<file path="src/rtl/gpr_pkg.sv">
package gpr_pkg;
  typedef enum logic [1:0] {
    SZ_B = 2'b00,
    SZ_H = 2'b01,
    SZ_W = 2'b10,
    SZ_D = 2'b11
  } opsize_e;

  localparam int BYTE_W = 8;
  localparam int HWORD_W = 16;
endpackage

</file>
<file path="src/rtl/gpr_write_merge.sv">
// Merges an incoming result into the old register value by operand size.
module gpr_write_merge
  import gpr_pkg::*;
#(
  parameter int XLEN = 64
) (
  input  logic [1:0]      size,
  input  logic            long_mode,
  input  logic [XLEN-1:0] old_val,
  input  logic [XLEN-1:0] new_val,
  output logic [XLEN-1:0] merged,
  output logic            defines_upper
);
  localparam int HALF = XLEN / 2;

  opsize_e sz;
  assign sz = opsize_e'(size);

  always_comb begin
    merged        = old_val;
    defines_upper = 1'b0;
    unique case (sz)
      SZ_B: merged[BYTE_W-1:0]  = new_val[BYTE_W-1:0];
      SZ_H: merged[HWORD_W-1:0] = new_val[HWORD_W-1:0];
      SZ_W: begin
        merged        = {{HALF{1'b0}}, new_val[HALF-1:0]};
        defines_upper = long_mode;
      end
      SZ_D: begin
        // Outside 64-bit mode the widest size behaves as 32-bit.
        merged        = long_mode ? new_val : {{HALF{1'b0}}, new_val[HALF-1:0]};
        defines_upper = long_mode;
      end
      default: merged = old_val;
    endcase
  end
endmodule

</file>
<file path="src/rtl/gpr_upper_track.sv">
// One flag per register: set means the upper half is undefined.
module gpr_upper_track #(
  parameter int NREG = 16,
  localparam int AW = $clog2(NREG)
) (
  input  logic            clk,
  input  logic            rst,
  input  logic            mode64,
  input  logic            wr_en,
  input  logic [AW-1:0]   wr_addr,
  input  logic            defines_upper,
  output logic [NREG-1:0] undef
);
  for (genvar i = 0; i < NREG; i++) begin : g_flag
    always_ff @(posedge clk) begin
      if (rst) begin
        undef[i] <= 1'b0;
      end else if (!mode64) begin
        undef[i] <= 1'b1;
      end else if (wr_en && wr_addr == AW'(i) && defines_upper) begin
        undef[i] <= 1'b0;
      end
    end
  end
endmodule

</file>
<file path="src/rtl/gpr_bank.sv">
// Storage array: one write port, NRD asynchronous read ports.
module gpr_bank #(
  parameter int NREG = 16,
  parameter int XLEN = 64,
  parameter int NRD  = 3,
  localparam int AW = $clog2(NREG)
) (
  input  logic                      clk,
  input  logic                      rst,
  input  logic                      we,
  input  logic [AW-1:0]             waddr,
  input  logic [XLEN-1:0]           wdata,
  input  logic [NRD-1:0][AW-1:0]    raddr,
  output logic [NRD-1:0][XLEN-1:0]  rdata
);
  logic [XLEN-1:0] mem [NREG];

  always_ff @(posedge clk) begin
    if (rst) begin
      for (int i = 0; i < NREG; i++) mem[i] <= '0;
    end else if (we) begin
      mem[waddr] <= wdata;
    end
  end

  for (genvar k = 0; k < NRD; k++) begin : g_rd
    assign rdata[k] = mem[raddr[k]];
  end
endmodule

</file>
<file path="src/rtl/gpr_read_port.sv">
// Applies mode and undefined-upper handling to a raw register value.
module gpr_read_port #(
  parameter int XLEN = 64,
  parameter logic [XLEN/2-1:0] POISON = 32'hBAD0_BAD0
) (
  input  logic            mode64,
  input  logic            undef,
  input  logic [XLEN-1:0] raw,
  output logic [XLEN-1:0] data,
  output logic            upper_ok
);
  localparam int HALF = XLEN / 2;

  always_comb begin
    if (!mode64) begin
      data     = {{HALF{1'b0}}, raw[HALF-1:0]};
      upper_ok = 1'b0;
    end else if (undef) begin
      data     = {POISON, raw[HALF-1:0]};
      upper_ok = 1'b0;
    end else begin
      data     = raw;
      upper_ok = 1'b1;
    end
  end
endmodule

</file>
<file path="src/rtl/gpr_operand_form.sv">
// Immediate, displacement and shift-count formation.
module gpr_operand_form
  import gpr_pkg::*;
#(
  parameter int XLEN = 64,
  parameter int IMMW = 32,
  localparam int SHW = $clog2(XLEN)
) (
  input  logic [1:0]      size,
  input  logic            mov_full,
  input  logic [IMMW-1:0] imm,
  input  logic [XLEN-1:0] imm_full,
  input  logic [IMMW-1:0] disp,
  input  logic [SHW-1:0]  count_in,
  output logic [XLEN-1:0] imm_out,
  output logic [XLEN-1:0] disp_out,
  output logic [SHW-1:0]  count_out
);
  opsize_e sz;
  assign sz = opsize_e'(size);

  always_comb begin
    unique case (sz)
      SZ_B: imm_out = {{(XLEN-BYTE_W){1'b0}}, imm[BYTE_W-1:0]};
      SZ_H: imm_out = {{(XLEN-HWORD_W){1'b0}}, imm[HWORD_W-1:0]};
      SZ_W: imm_out = {{(XLEN-IMMW){1'b0}}, imm};
      SZ_D: imm_out = mov_full ? imm_full : {{(XLEN-IMMW){imm[IMMW-1]}}, imm};
      default: imm_out = '0;
    endcase
  end

  assign disp_out  = {{(XLEN-IMMW){disp[IMMW-1]}}, disp};
  assign count_out = (sz == SZ_D) ? count_in : {1'b0, count_in[SHW-2:0]};
endmodule

</file>
<file path="src/rtl/gpr64_file.sv">
module gpr64_file #(
  parameter int NREG = 16,
  parameter int XLEN = 64,
  parameter int IMMW = 32,
  parameter logic [XLEN/2-1:0] POISON = 32'hBAD0_BAD0,
  localparam int AW  = $clog2(NREG),
  localparam int SHW = $clog2(XLEN)
) (
  input  logic            clk,
  input  logic            rst,
  input  logic            mode64,
  input  logic            wr_en,
  input  logic [AW-1:0]   wr_addr,
  input  logic [1:0]      wr_size,
  input  logic [XLEN-1:0] wr_data,
  input  logic [AW-1:0]   rd_addr_a,
  output logic [XLEN-1:0] rd_data_a,
  output logic            rd_upper_ok_a,
  input  logic [AW-1:0]   rd_addr_b,
  output logic [XLEN-1:0] rd_data_b,
  output logic            rd_upper_ok_b,
  input  logic [1:0]      opf_size,
  input  logic            opf_mov_full,
  input  logic [IMMW-1:0] opf_imm,
  input  logic [XLEN-1:0] opf_imm_full,
  output logic [XLEN-1:0] opf_imm_out,
  input  logic [IMMW-1:0] opf_disp,
  output logic [XLEN-1:0] opf_disp_out,
  input  logic [SHW-1:0]  opf_count_in,
  output logic [SHW-1:0]  opf_count_out
);
  localparam int NUSR = 2;
  localparam int NRD  = NUSR + 1;   // plus the merge read of the destination

  logic [NRD-1:0][AW-1:0]   raddr;
  logic [NRD-1:0][XLEN-1:0] rraw;
  logic [NREG-1:0]          undef;
  logic [XLEN-1:0]          merged;
  logic                     defines_upper;
  logic [NUSR-1:0][XLEN-1:0] pdata;
  logic [NUSR-1:0]           pok;

  assign raddr[0] = rd_addr_a;
  assign raddr[1] = rd_addr_b;
  assign raddr[2] = wr_addr;

  gpr_bank #(.NREG(NREG), .XLEN(XLEN), .NRD(NRD)) u_bank (
    .clk   (clk),
    .rst   (rst),
    .we    (wr_en),
    .waddr (wr_addr),
    .wdata (merged),
    .raddr (raddr),
    .rdata (rraw)
  );

  gpr_write_merge #(.XLEN(XLEN)) u_merge (
    .size          (wr_size),
    .long_mode     (mode64),
    .old_val       (rraw[NUSR]),
    .new_val       (wr_data),
    .merged        (merged),
    .defines_upper (defines_upper)
  );

  gpr_upper_track #(.NREG(NREG)) u_track (
    .clk           (clk),
    .rst           (rst),
    .mode64        (mode64),
    .wr_en         (wr_en),
    .wr_addr       (wr_addr),
    .defines_upper (defines_upper),
    .undef         (undef)
  );

  for (genvar p = 0; p < NUSR; p++) begin : g_port
    gpr_read_port #(.XLEN(XLEN), .POISON(POISON)) u_port (
      .mode64   (mode64),
      .undef    (undef[raddr[p]]),
      .raw      (rraw[p]),
      .data     (pdata[p]),
      .upper_ok (pok[p])
    );
  end

  assign rd_data_a     = pdata[0];
  assign rd_upper_ok_a = pok[0];
  assign rd_data_b     = pdata[1];
  assign rd_upper_ok_b = pok[1];

  gpr_operand_form #(.XLEN(XLEN), .IMMW(IMMW)) u_opf (
    .size      (opf_size),
    .mov_full  (opf_mov_full),
    .imm       (opf_imm),
    .imm_full  (opf_imm_full),
    .disp      (opf_disp),
    .count_in  (opf_count_in),
    .imm_out   (opf_imm_out),
    .disp_out  (opf_disp_out),
    .count_out (opf_count_out)
  );
endmodule

</file>
<file path="config.mk">
export PLATFORM = sky130hd
export DESIGN_NAME = gpr64_file
export DESIGN_NICKNAME = d
export VERILOG_FILES = /design/src/rtl/gpr_pkg.sv /design/src/rtl/gpr_write_merge.sv /design/src/rtl/gpr_upper_track.sv /design/src/rtl/gpr_bank.sv /design/src/rtl/gpr_read_port.sv /design/src/rtl/gpr_operand_form.sv /design/src/rtl/gpr64_file.sv
export SDC_FILE = /design/constraint.sdc
export NUM_CORES = 2
export LEC_CHECK = 0
export BUFFER_PORTS_ARGS = -buffer_cell sky130_fd_sc_hd__buf_2
export CAP_MARGIN = 0
export CORE_AREA = 2 2 258 361
export CTS_CLUSTER_DIAMETER = 150
export DETAILED_ROUTE_END_ITERATION = 10
export DIE_AREA = 0 0 260 363
export GPL_ROUTABILITY_DRIVEN = 0
export GPL_TIMING_DRIVEN = 0
export PLACE_DENSITY = 0.81
export SLEW_MARGIN = 0
export SYNTH_ARGS = -nofsm -noshare
export SYNTH_HDL_FRONTEND = slang
export SYNTH_SLANG_ARGS = --single-unit
</file>
<file path="constraint.sdc">
create_clock -name clk -period 4.5 [get_ports clk]
set_input_delay 0.675 -clock clk [delete_from_list [all_inputs] [get_ports clk]]
set_output_delay 0.675 -clock clk [all_outputs]
set_load 0.01 [all_outputs]
</file>
==> impl_metrics.ini <==
[global_routing]
grt_use_total_pct = 42.28
grt_pass1_wl_um = 277300
grt-ovfl-total = 0
grt_max_degree = 49
grt_pass1_vias = 41140
antenna_found_initial = 15

[timing]
hold_violations = 0
timing.fmax_mhz = 221.4
slew_headroom_pct = 4.807
worst_pin_slew_ps = 1428
rsz0062_at_grt = no
setup_ws_ps = -16.41
finClkSkew_ps = 0
finalCritPeriodShare_pct = 100.4
drv_slew = 0
setup_viol = 3
tns_ps = -33.84
fin_crit_ps = 4516

[yosys]
yosys.area.top_type = edfxtp_1
yosysSeqAreaShare_pct = 56.35
synth_area_leaders = edfxtp_1, mux4_2, and3_1
synth_top_area_share_pct = 55.77
synth.avg_cell_area_um2 = 15.29
synth_area_um2 = 55130
synth-seq-cells = 1040
yosysWarnings = 0
syn_nets = 3824
ys_types = 36
synth_cells = 3605

[run_status]
violations = negative setup slack
outcome = finished with violations

[final_layout]
nets = 4369
fin_cells = 5435
final_cell_mix = edfxtp_1, mux4_2, nor2_1, buf_2, and3_1
syn_to_final_growth_pct = 13.21
layout_commonest_cell = edfxtp_1
drive_gt1_share_pct = 32.44
fillers = 5948

[clocking]
clk_latency_ps = 710
cts-root-buf = clkbuf_16
tritoncts = done
h-tree-depth = 3
cts-buffers-inserted = 96
holdBufCountCts = 0
clk_pin_slew_ps = 70
postCtsResizedCells = 0
cts_setup_buffers = 0
cts_buffer_depth = 3
cts_sinks = 1040

[worst_setup_path]
cp-end-kind = output pin
criticalPathCategory = input pin to output pin
required_ps = 3830
cp_max_fo = 10
worstPathArrival_ps = 3840
start_kind = input pin

[drt]
vias = 40880
wl_per_cell_um = 36.83
post-route-drc-count = 0
dr.pass1.iters = 7
ant_nets = 0
routed_wl_um = 200200
viasPerCell = 7.521
drt-initial-drc-count = 7027

[die]
rows = 131
start_util_pct = 60.61
ioPinCount = 483
dieArea_um2 = 94380
die_x_um = 260
die_y_um = 363
coreArea_um2 = 90970

[placement]
dp_hpwl_um = 135400
post-place-cells = 5249
place_ws_ps = 11.30
numPortBuffers = 435

[flow_run]
maxCapViolCount = 0

[hold_path]
hp-class = input pin to flip-flop

[pwr]
power.density_nw_per_um2 = 375.6
p_leak_nw = 23.06
peakVddDrop_uv = 363.8
-- routing by layer --
metal	share of wire, %	GRT usage (%)	vias up
met3	15	15.18	1376
met1	28	45.97	19750
met5	0.057	0	-
met2	47	66.11	4418
li1	-	-	15310
met4	11	35.61	18
-- cells by family after synthesis --
group                  after synthesis  share of synthesized area [%]
AOI/OAI and AO/OA                  211                          2.909
muxes                              624                          25.33
and+or+nand+nor                   1225                          11.11
DFF                               1040                          56.35
buffers and inverters              505                          4.305
-- cells in the mapped netlist, drive strengths merged --
cell type / n
nor2b: 38
dfxtp: 16
nand2: 99
a22oi: 66
mux2: 8
nor3: 5
or2: 5
nand2b: 15
nor3b: 3
a21boi: 1
nand3: 3
and2: 36
inv: 26
or4b: 1
and3: 483
a21o: 60
clkbuf: 318
nand4: 2
buf: 161
o21a: 32
nand4bb: 2
nor4bb: 2
a21oi: 4
nor4b: 1
edfxtp: 1024
o21ai: 8
nor2: 529
mux4: 616
a221oi: 16
nand4b: 1
a22o: 24
-- stage by stage --
stage                     hold WS [ps]  power (mW)  cell area (um^2)  util (%)
final                            356.7       23.44             62420     68.62
after global routing             368.1       23.73             62410     68.61
after CTS                        340.1       23.16             62400     68.60
after detailed placement         478.0       14.88             59190     65.07
after global placement           468.1       14.74             58810     64.65
after floorplan                  454.0       13.52             55130         -
-- state kept, by name (all words and copies together), names as in the netlist --
register       count
u_track.undef     16
u_bank.mem      1024
-- area by class of cell --
cell class	instances	area, um^2	area share (%)
Clock buffer	113	2487	3.985
Tap cell	1197	1498	2.399
Buffer	479	2283	3.658
Multi-Input combinational cell	2060	21810	34.94
Antenna cell	5	12.51	0.02004
Timing Repair Buffer	447	2442	3.913
Clock inverter	68	718.2	1.151
Inverter	26	97.59	0.1564
Sequential cell	1040	31070	49.78
-- worst paths after layout --
path / from / endpoint / slack [ps] / depth (start not counted)
setup / recovery: rd_addr_a[1] / rd_data_a[2] / -20 / 6
hold / removal: wr_data[17] / u_bank.mem[11][17]$_SDFFCE_PN0P_ / 360 / 2
setup reg to reg: u_track.undef[6]$_SDFFE_PP0P_ / u_track.undef[6]$_SDFFE_PP0P_ / 3690 / 2
hold reg to reg: u_track.undef[1]$_SDFFE_PP0P_ / u_track.undef[1]$_SDFFE_PP0P_ / 490 / 2
-- critical path, cell delays in order --
cell and delay (ps):
clkbuf_1 310, clkdlybuf4s15_1 900, buf_1 740, mux4_2 480, mux4_2 560, buf_2 170
-- power by group --
part / leakage, nW / switching (mW) / internal (mW)
logic: 11.6 / 1.94 / 1.46
clock network: 1.55 / 3.82 / 4.76
registers: 9.88 / 0.293 / 11.2
total: 23.1 / 6.06 / 17.4
No activity file was read; power rests on OpenSTA's default activity.
